===== config.mk =====
export PLATFORM = sky130hd
export DESIGN_NAME = chip_reset_ctrl
export DESIGN_NICKNAME = d
export VERILOG_FILES = /design/src/rtl/rstc_pkg.sv /design/src/rtl/rstc_sync.sv /design/src/rtl/rstc_datapath.sv /design/src/rtl/rstc_control.sv /design/src/rtl/chip_reset_ctrl.sv
export SDC_FILE = /design/constraint.sdc
export NUM_CORES = 1
export LEC_CHECK = 0
export CAP_MARGIN = 25
export CORE_UTILIZATION = 59
export CTS_BUF_LIST = sky130_fd_sc_hd__clkbuf_16
export DETAILED_ROUTE_END_ITERATION = 16
export PLACE_DENSITY_LB_ADDON = 0.08
export SKIP_LAST_GASP = 1
export SLEW_MARGIN = 20
export SYNTH_ARGS = -nofsm -noshare
export SYNTH_HDL_FRONTEND = slang
export SYNTH_HIERARCHICAL = 1
export SYNTH_SLANG_ARGS = --single-unit

===== constraint.sdc =====
create_clock -name clk -period 2 [get_ports clk]
set_input_delay 0.3 -clock clk [delete_from_list [all_inputs] [get_ports clk]]
set_output_delay 0.3 -clock clk [all_outputs]
set_load 0.01 [all_outputs]

===== src/rtl/rstc_pkg.sv =====
package rstc_pkg;

  typedef enum logic [2:0] {
    ST_HOLD_POR = 3'd0,
    ST_HOLD_PIN = 3'd1,
    ST_SOFT     = 3'd2,
    ST_LITE     = 3'd3,
    ST_RUN      = 3'd4
  } rstState_e;

  // Strobes from the sequencing control to the datapath
  typedef struct packed {
    logic hwHold;      // hardware reset in progress (gates ready)
    logic coreHold;    // core domain held
    logic usbHold;     // USB domain held
    logic cntClr;      // restart the interval counter
    logic cntEn;       // advance the interval counter
    logic longLimit;   // compare against the power-up interval
    logic cfgLoadStb;  // configuration reload at hardware completion
    logic phyDownStb;  // PHY power-down at hardware completion
  } rstStrb_t;

endpackage


===== src/rtl/rstc_sync.sv =====
module rstc_sync #(
  parameter int STAGES = 2
) (
  input  logic clk,
  input  logic clr,
  output logic q
);
  logic [STAGES-1:0] shiftQ;

  always_ff @(posedge clk or posedge clr) begin
    if (clr) shiftQ <= '0;
    else     shiftQ <= {shiftQ[STAGES-2:0], 1'b1};
  end

  assign q = shiftQ[STAGES-1];
endmodule


===== src/rtl/rstc_datapath.sv =====
module rstc_datapath
  import rstc_pkg::*;
#(
  parameter int POR_CYCLES   = 1320000,
  parameter int PULSE_CYCLES = 16,
  parameter int SYNC_STAGES  = 2
) (
  input  logic     clk,
  input  logic     pwrOnN,
  input  logic     rstPinN,
  input  rstStrb_t strb,
  output logic     porSyncN,
  output logic     pinSyncN,
  output logic     cntAtLimit,
  output logic     coreRstN,
  output logic     usbRstN,
  output logic     ready,
  output logic     cfgLoad,
  output logic     phyPwrDn
);
  localparam int MAX_CYC = (POR_CYCLES > PULSE_CYCLES) ? POR_CYCLES : PULSE_CYCLES;
  localparam int CW      = $clog2(MAX_CYC + 1);
  localparam int DLY     = SYNC_STAGES + 1;
  localparam logic [CW-1:0] POR_LAST   = CW'(POR_CYCLES - 1);
  localparam logic [CW-1:0] PULSE_LAST = CW'(PULSE_CYCLES - 1);
  localparam int N_DOM = 3;

  // Input synchronisers: asynchronous assertion, clocked release
  rstc_sync #(.STAGES(SYNC_STAGES)) uPorSync (.clk(clk), .clr(!pwrOnN),  .q(porSyncN));
  rstc_sync #(.STAGES(SYNC_STAGES)) uPinSync (.clk(clk), .clr(!rstPinN), .q(pinSyncN));

  // Per-domain release synchronisers
  logic [N_DOM-1:0] holdVec;
  logic [N_DOM-1:0] releaseVec;
  assign holdVec = {strb.usbHold, strb.coreHold, strb.hwHold};

  for (genvar g = 0; g < N_DOM; g++) begin : gRelease
    rstc_sync #(.STAGES(SYNC_STAGES)) uRel (
      .clk(clk), .clr(holdVec[g]), .q(releaseVec[g])
    );
  end

  assign ready    = releaseVec[0];
  assign coreRstN = releaseVec[1];
  assign usbRstN  = releaseVec[2];

  // Shared interval counter
  logic [CW-1:0] cnt;
  always_ff @(posedge clk or negedge porSyncN) begin
    if (!porSyncN)        cnt <= '0;
    else if (strb.cntClr) cnt <= '0;
    else if (strb.cntEn)  cnt <= cnt + 1'b1;
  end
  assign cntAtLimit = strb.longLimit ? (cnt == POR_LAST) : (cnt == PULSE_LAST);

  // Completion requests delayed to line up with the ready release
  logic [DLY-1:0] cfgPipe;
  logic [DLY-1:0] phyPipe;
  always_ff @(posedge clk or negedge porSyncN) begin
    if (!porSyncN) begin
      cfgPipe <= '0;
      phyPipe <= '0;
    end else begin
      cfgPipe <= {cfgPipe[DLY-2:0], strb.cfgLoadStb};
      phyPipe <= {phyPipe[DLY-2:0], strb.phyDownStb};
    end
  end
  assign cfgLoad  = cfgPipe[DLY-1];
  assign phyPwrDn = phyPipe[DLY-1];
endmodule


===== src/rtl/rstc_control.sv =====
module rstc_control
  import rstc_pkg::*;
(
  input  logic     clk,
  input  logic     porSyncN,
  input  logic     pinSyncN,
  input  logic     softReq,
  input  logic     liteReq,
  input  logic     cntAtLimit,
  output rstStrb_t strb,
  output logic     liteBit
);
  rstState_e state, stateNext;
  logic      cfgLoaded, cfgLoadedNext, liteNext;

  always_comb begin
    stateNext     = state;
    liteNext      = liteBit;
    cfgLoadedNext = cfgLoaded;
    strb          = '0;
    strb.hwHold    = (state == ST_HOLD_POR) || (state == ST_HOLD_PIN);
    strb.coreHold  = (state != ST_RUN);
    strb.usbHold   = (state == ST_HOLD_POR) || (state == ST_HOLD_PIN) || (state == ST_SOFT);
    strb.longLimit = (state == ST_HOLD_POR);

    if (!pinSyncN) begin
      // pin reset outranks every other source except power-up
      stateNext   = ST_HOLD_PIN;
      strb.cntClr = 1'b1;
      liteNext    = 1'b0;
    end else begin
      unique case (state)
        ST_HOLD_POR, ST_HOLD_PIN: begin
          if (cntAtLimit) begin
            stateNext       = ST_RUN;
            strb.phyDownStb = 1'b1;
            strb.cfgLoadStb = !cfgLoaded;
            cfgLoadedNext   = 1'b1;
          end else begin
            strb.cntEn = 1'b1;
          end
        end
        ST_SOFT: begin
          if (cntAtLimit) stateNext  = ST_RUN;
          else            strb.cntEn = 1'b1;
        end
        ST_LITE: begin
          if (softReq) begin
            stateNext   = ST_SOFT;
            strb.cntClr = 1'b1;
            liteNext    = 1'b0;
          end else if (cntAtLimit) begin
            stateNext = ST_RUN;
            liteNext  = 1'b0;
          end else begin
            strb.cntEn = 1'b1;
          end
        end
        ST_RUN: begin
          if (softReq) begin
            stateNext   = ST_SOFT;
            strb.cntClr = 1'b1;
          end else if (liteReq) begin
            stateNext   = ST_LITE;
            strb.cntClr = 1'b1;
            liteNext    = 1'b1;
          end
        end
        default: begin
          stateNext   = ST_HOLD_POR;
          strb.cntClr = 1'b1;
        end
      endcase
    end
  end

  always_ff @(posedge clk or negedge porSyncN) begin
    if (!porSyncN) begin
      state     <= ST_HOLD_POR;
      liteBit   <= 1'b0;
      cfgLoaded <= 1'b0;
    end else begin
      state     <= stateNext;
      liteBit   <= liteNext;
      cfgLoaded <= cfgLoadedNext;
    end
  end
endmodule


===== src/rtl/chip_reset_ctrl.sv =====
module chip_reset_ctrl
  import rstc_pkg::*;
#(
  parameter int POR_CYCLES   = 1320000,
  parameter int PULSE_CYCLES = 16,
  parameter int SYNC_STAGES  = 2
) (
  input  logic clk,
  input  logic pwrOnN,
  input  logic rstPinN,
  input  logic liteReq,
  input  logic softReq,
  output logic coreRstN,
  output logic usbRstN,
  output logic cfgLoad,
  output logic phyPwrDn,
  output logic ready,
  output logic liteBit
);
  rstStrb_t strb;
  logic     porSyncN, pinSyncN, cntAtLimit;
  logic     coreHoldTap;

  rstc_control uCtl (
    .clk(clk), .porSyncN(porSyncN), .pinSyncN(pinSyncN),
    .softReq(softReq), .liteReq(liteReq), .cntAtLimit(cntAtLimit),
    .strb(strb), .liteBit(liteBit)
  );

  rstc_datapath #(
    .POR_CYCLES(POR_CYCLES), .PULSE_CYCLES(PULSE_CYCLES), .SYNC_STAGES(SYNC_STAGES)
  ) uDp (
    .clk(clk), .pwrOnN(pwrOnN), .rstPinN(rstPinN), .strb(strb),
    .porSyncN(porSyncN), .pinSyncN(pinSyncN), .cntAtLimit(cntAtLimit),
    .coreRstN(coreRstN), .usbRstN(usbRstN), .ready(ready),
    .cfgLoad(cfgLoad), .phyPwrDn(phyPwrDn)
  );

  assign coreHoldTap = strb.coreHold;
endmodule


After elaboration in Yosys (flattened, before gate mapping)
Index checks and enable logic that the tools add are counted.
{"block": "totals", "output_inout_bits": 6, "inputBits": 5, "register_bits": 42}
{"block": "classes", "eq_ne": 12, "muxes": 27, "add_sub_neg": 1, "n_reduce_logical": 9}
{"cell": "$mux 21", "count": 2}
{"cell": "$add 21x1->21 const B", "count": 1}
{"cell": "$eq 21x21->1 const B", "count": 1}
{"cell": "$eq 21x4->1 const B", "count": 1}
{"cell": "$mux 3", "count": 5}
{"cell": "$mux 1", "count": 13}
{"cell": "$ne 3x3->1 const B", "count": 4}
{"cell": "$pmux 3 s3", "count": 1}
{"cell": "$ne 4x4->1 const B", "count": 2}
{"cell": "$eq 3x2->1 const B", "count": 2}
{"cell": "$mux 2", "count": 3}
{"cell": "$pmux 1 s2", "count": 2}
{"cell": "$reduce_and 4->1", "count": 1}
{"cell": "$eq 3x1->1 const B", "count": 1}
{"cell": "$eq 3x3->1 const B", "count": 1}
{"cell": "$logic_not 3->1", "count": 1}
{"cell": "$pmux 1 s3", "count": 1}
{"cell": "$reduce_and 3->1", "count": 1}
{"cell": "$reduce_or 3->1", "count": 1}
{"cell": "$logic_or 1x1->1", "count": 2}
{"cell": "$reduce_bool 2->1", "count": 1}
{"cell": "$reduce_or 2->1", "count": 1}
{"cell": "$logic_not 1->1", "count": 1}

Logic depth before layout (Yosys ltp)
{"block": "depth", "depth_word": 8, "ltp_mapped": 12, "ltp_nobuf": 10}

By module
The synthesis kept the hierarchy.
{"mod": "rstc_datapath", "cells_per_inst": 126, "n_inst": 1, "area_per_inst_um2": 1267.5}
{"mod": "rstc_control", "cells_per_inst": 40, "n_inst": 1, "area_per_inst_um2": 317.8}
{"mod": "rstc_sync", "cells_per_inst": 4, "n_inst": 5, "area_per_inst_um2": 57.6}

Worst setup path before layout
No wires, ideal clock.
{"block": "synth_path", "kind": "reg2reg", "from": "reg uCtl.state[2]", "to": "reg uDp.cnt[19]", "required_time_ns": 1.872, "synth_period_minus_slack_ns": 2.718, "arrival_ns": 2.590, "stages_incl_launch_ff": 12, "setup_slack_ns": -0.718, "path_cell_list": "dfrtp_1 -> buf_2 -> nor3_1 -> nor4_1 -> a21oi_1 -> nor2_1 -> nor3_1 -> buf_2 -> o211ai_2 -> or4_4 -> nor3_1 -> mux2_1"}
{"item": "from (decl)", "line_no": "rstc_control.sv:13", "text": "rstState_e state, stateNext;"}
{"item": "from (signal assigned)", "line_no": "rstc_control.sv:83", "text": "state <= stateNext;"}
{"item": "to (signal assigned)", "line_no": "rstc_datapath.sv:52", "text": "else if (strb.cntEn) cnt <= cnt + 1'b1;"}
{"item": "to (decl)", "line_no": "rstc_datapath.sv:48", "text": "logic [CW-1:0] cnt;"}

==> impl_results.md <==
* Final period utilization at 130%
* Post-synth ARST share at 100%
* Post-synthesis sequential area ratio at 56.1%
* Pwr dens at 638 nW/µm²
* Seq. cell area at about 1100 µm²
* CTS tree: built
* Finish-stage setup viols at 23
* VDD IR max at ~740 µV
* Drt wl/cell at between 15 and 20 µm
* Area Growth Syn to Fin at 43.6%
* Grt met1 use at between 30% and 40%
* Clock transition at path regs at 0.06 ns
* Hold crit path type: reg -> async
* Most frequent cells in the layout: dfrtp_1 (42), buf_4 (39), nor2_1 (22)
* Antenna Nets Post-Route at 0
* Synthesized net count at around 190
* EDFF count, synth at 0
* Dominant synthesized flop cell: dfrtp_1
* Status: finished with violations
* Io pins at 11
* Initial Util at 61.9%
* Die X at 58.3 µm
* CP required at around 2.2 ns
* H-tree levels at 2
* Post-route worst setup slack at -0.597 ns
* Critical path capture point type: flip-flop
* Area occupied by multi-input gates at slightly above 900 µm²
* Number of global-route vias before repair at between 1500 and 2000
* Via count at 1707
* Core area at 3030 µm²
* Root buf cell: clkbuf_16
* Die area at about 3400 µm²
* Diodes inserted at 0
* Cell taking the most area after synthesis: dfrtp_1
* CTS Buffer Depth at 2
* Synthesized instance count at around 190
* Yosys cell types at 38
* Clk_skew at ~0.0047 ns
* Startpoint Class: flip-flop
* RD Place Congestion at approximately 0.84
* Total Wirelength at 5.48 mm
* #FFs+latches synth at 42
* Critical path class: reg -> reg
* Filler cell count at roughly 140
* Clock insertion delay at the later pin of the skew report at 0.28 ns
* Final core utilization at 88.8%
* Gr usage total at 31.4%
* Leak at ~1.2 nW
* Synth top area share at between 50% and 60%
* First-pass GRT wire length at between 7 and 8 mm
* Max Clock Freq at 385 MHz
* Met3 usage at ~7%
* Clk sinks at 42
* Failing checks: negative setup slack
* IO Port Bufs at 10
* Number of vias per cell at 5.91
* Grt met2 use at roughly 53%
* Fin nets at between 200 and 300
* Most common cell after layout, fill and taps aside: dfrtp_1
* Ys Warns at 6
* DRC errors left at 0
* CP Max Fanout at 5
* CTS Buf Count at 5
* WP data arrival at 2.81 ns
* RSZ-0062 raised after global routing: true
* Row cnt at 20
* Fin. max-slew vios at 0
* Post-DP HPWL at roughly 3 mm
* Largest cells by area after synthesis: dfrtp_1 (56%), xnor2_1 (4.7%), nor2_1 (4.6%), a21oi_1 (2.7%), inv_1 (2.6%)
* Setup TNS after final layout at -7.85 ns
* Syn Area/Cell at ~10 µm²
* Syn Std Cell Area at between 1500 and 2000 µm²
* Congestion Overflow GR at 0
* Largest net degree at the start of global routing at 27
* Post-route minimum period at approximately 2.6 ns
* Fraction of layout cells with a size suffix above 1 at about a third
* DRT iter0 DRCs at 153
* Pre-CTS setup slack at -0.643 ns
* Max-cap violations at 0
* Vert. Die Dim at 58.3 µm
* Final Power at approximately 1.7 mW
* CP max-delay cell: or4_4
* Initial antenna violation count at 0
* First drt pass iteration count at 4
* Global route hottest layer: met2
* Slowest stage delay, CP at 0.53 ns
* Endpoints failing hold at 0
* Cell Chain, Critical Path: nor3_4 -> nor4_4 -> a21oi_2 -> nor2_2 -> nor3_4 -> o211ai_4 -> or4_4 -> buf_4 -> or3_1 -> a21oi_2
-- per-layer routing --
metal | up-vias | part of all wire (%) | wire length [µm]
li1 | 745 | - | -
met1 | 838 | 37 | 2050
met3 | 36 | 6.2 | 338
met4 | 0 | 5.9 | 322
met5 | - | 0 | 0
met2 | 88 | 51 | 2780
-- final timing paths --
path,startpoint,end,slack [ns],depth (start not counted)
setup / recovery,uCtl/state[2],uDp/cnt[13],-0.60,10
hold / removal,uDp/uPorSync/shiftQ[1],uDp/cnt[3],0.11,0
setup reg to reg,uCtl/state[2],uDp/cnt[13],-0.60,10
hold reg to reg,uDp/uPorSync/shiftQ[1],uDp/cnt[3],0.11,0
max in group asynchronous,uCtl/state[1],uDp/gRelease[1].uRel/shiftQ[1],1.21,4
min in group clk,uDp/cfgPipe[1],uDp/cfgPipe[2],0.36,0
-- synthesized netlist by cell type (all sizes together), types with 3 or more instances --
library cell	n
nor3	7
nor2	23
xor2	3
nand3	9
or4	3
inv	13
conb	5
dfrtp	42
xnor2	10
a21oi	10
buf	4
o21ai	6
nand2	11
or3	5
nand4	5
nor4	7
-- flip-flops by register name, indices dropped and copies added (netlist names) --
| register | cells |
|---|---|
| uCtl/cfgLoaded | 1 |
| uCtl/liteBit | 1 |
| uDp/uPinSync/shiftQ | 2 |
| uDp/uPorSync/shiftQ | 2 |
| uDp/gRelease.uRel/shiftQ | 6 |
| uDp/phyPipe | 3 |
| uDp/cfgPipe | 3 |
| uDp/cnt | 21 |
| uCtl/state | 3 |
-- what timing repair did --
| item | 4_1_cts | 5_1_grt |
|---|---|---|
| endpoints found under the setup margin | 21 | 22 |
| pin swaps | 12 | 18 |
| buffers inserted | 5 | 6 |
| resized for setup | 22 | 19 |
| hold buffers | 0 | 0 |
-- per-stage QoR --
| stage | cell area, µm² | std cells | hold slack [ns] |
|---|---|---|---|
| after floorplan | 1910 | 186 | 0.0643 |
| final | 2690 | 289 | 0.108 |
| after detailed placement | 2330 | 275 | 0.107 |
| after global placement | 2330 | 275 | 0.0977 |
| after global routing | 2690 | 289 | 0.135 |
| after CTS | 2610 | 286 | 0.111 |
-- final cells by class --
cell class | count | area share, %
multi-input combinational | 125 | 34.0
inverter | 13 | 1.81
tap | 44 | 2.05
sequential | 42 | 39.1
clock buffer | 5 | 4.65
clock inverter | 3 | 0.419
timing repair buffer | 57 | 18.0
-- critical path: cells and delay by family, from the launching register on --
kind	cells	cell delay (ns)
buffers and inverters	1	0.17
AOI/OAI and AO/OA	3	0.38
DFF	1	0.41
and+or+nand+nor	6	1.56
-- kinds of logic after synthesis --
group | after synthesis | share of synthesized area (%)
fa+ha+maj | 1 | 0.668
mux | 3 | 1.74
buf+inv | 19 | 4.41
flops | 42 | 56.1
simple gates | 79 | 21.8
compound gates | 24 | 8.22
other cells | 5 | 1.00
xor+xnor | 13 | 6.08
-- power breakdown --
group / internal (mW) / switching (mW) / leakage [nW]
Combinational: 0.0427 / 0.0550 / 0.573
Sequential: 0.865 / 0.00925 / 0.564
Clock: 0.448 / 0.297 / 0.0663
Total: 1.36 / 0.361 / 1.20
(Power assumes the default switching activity.)
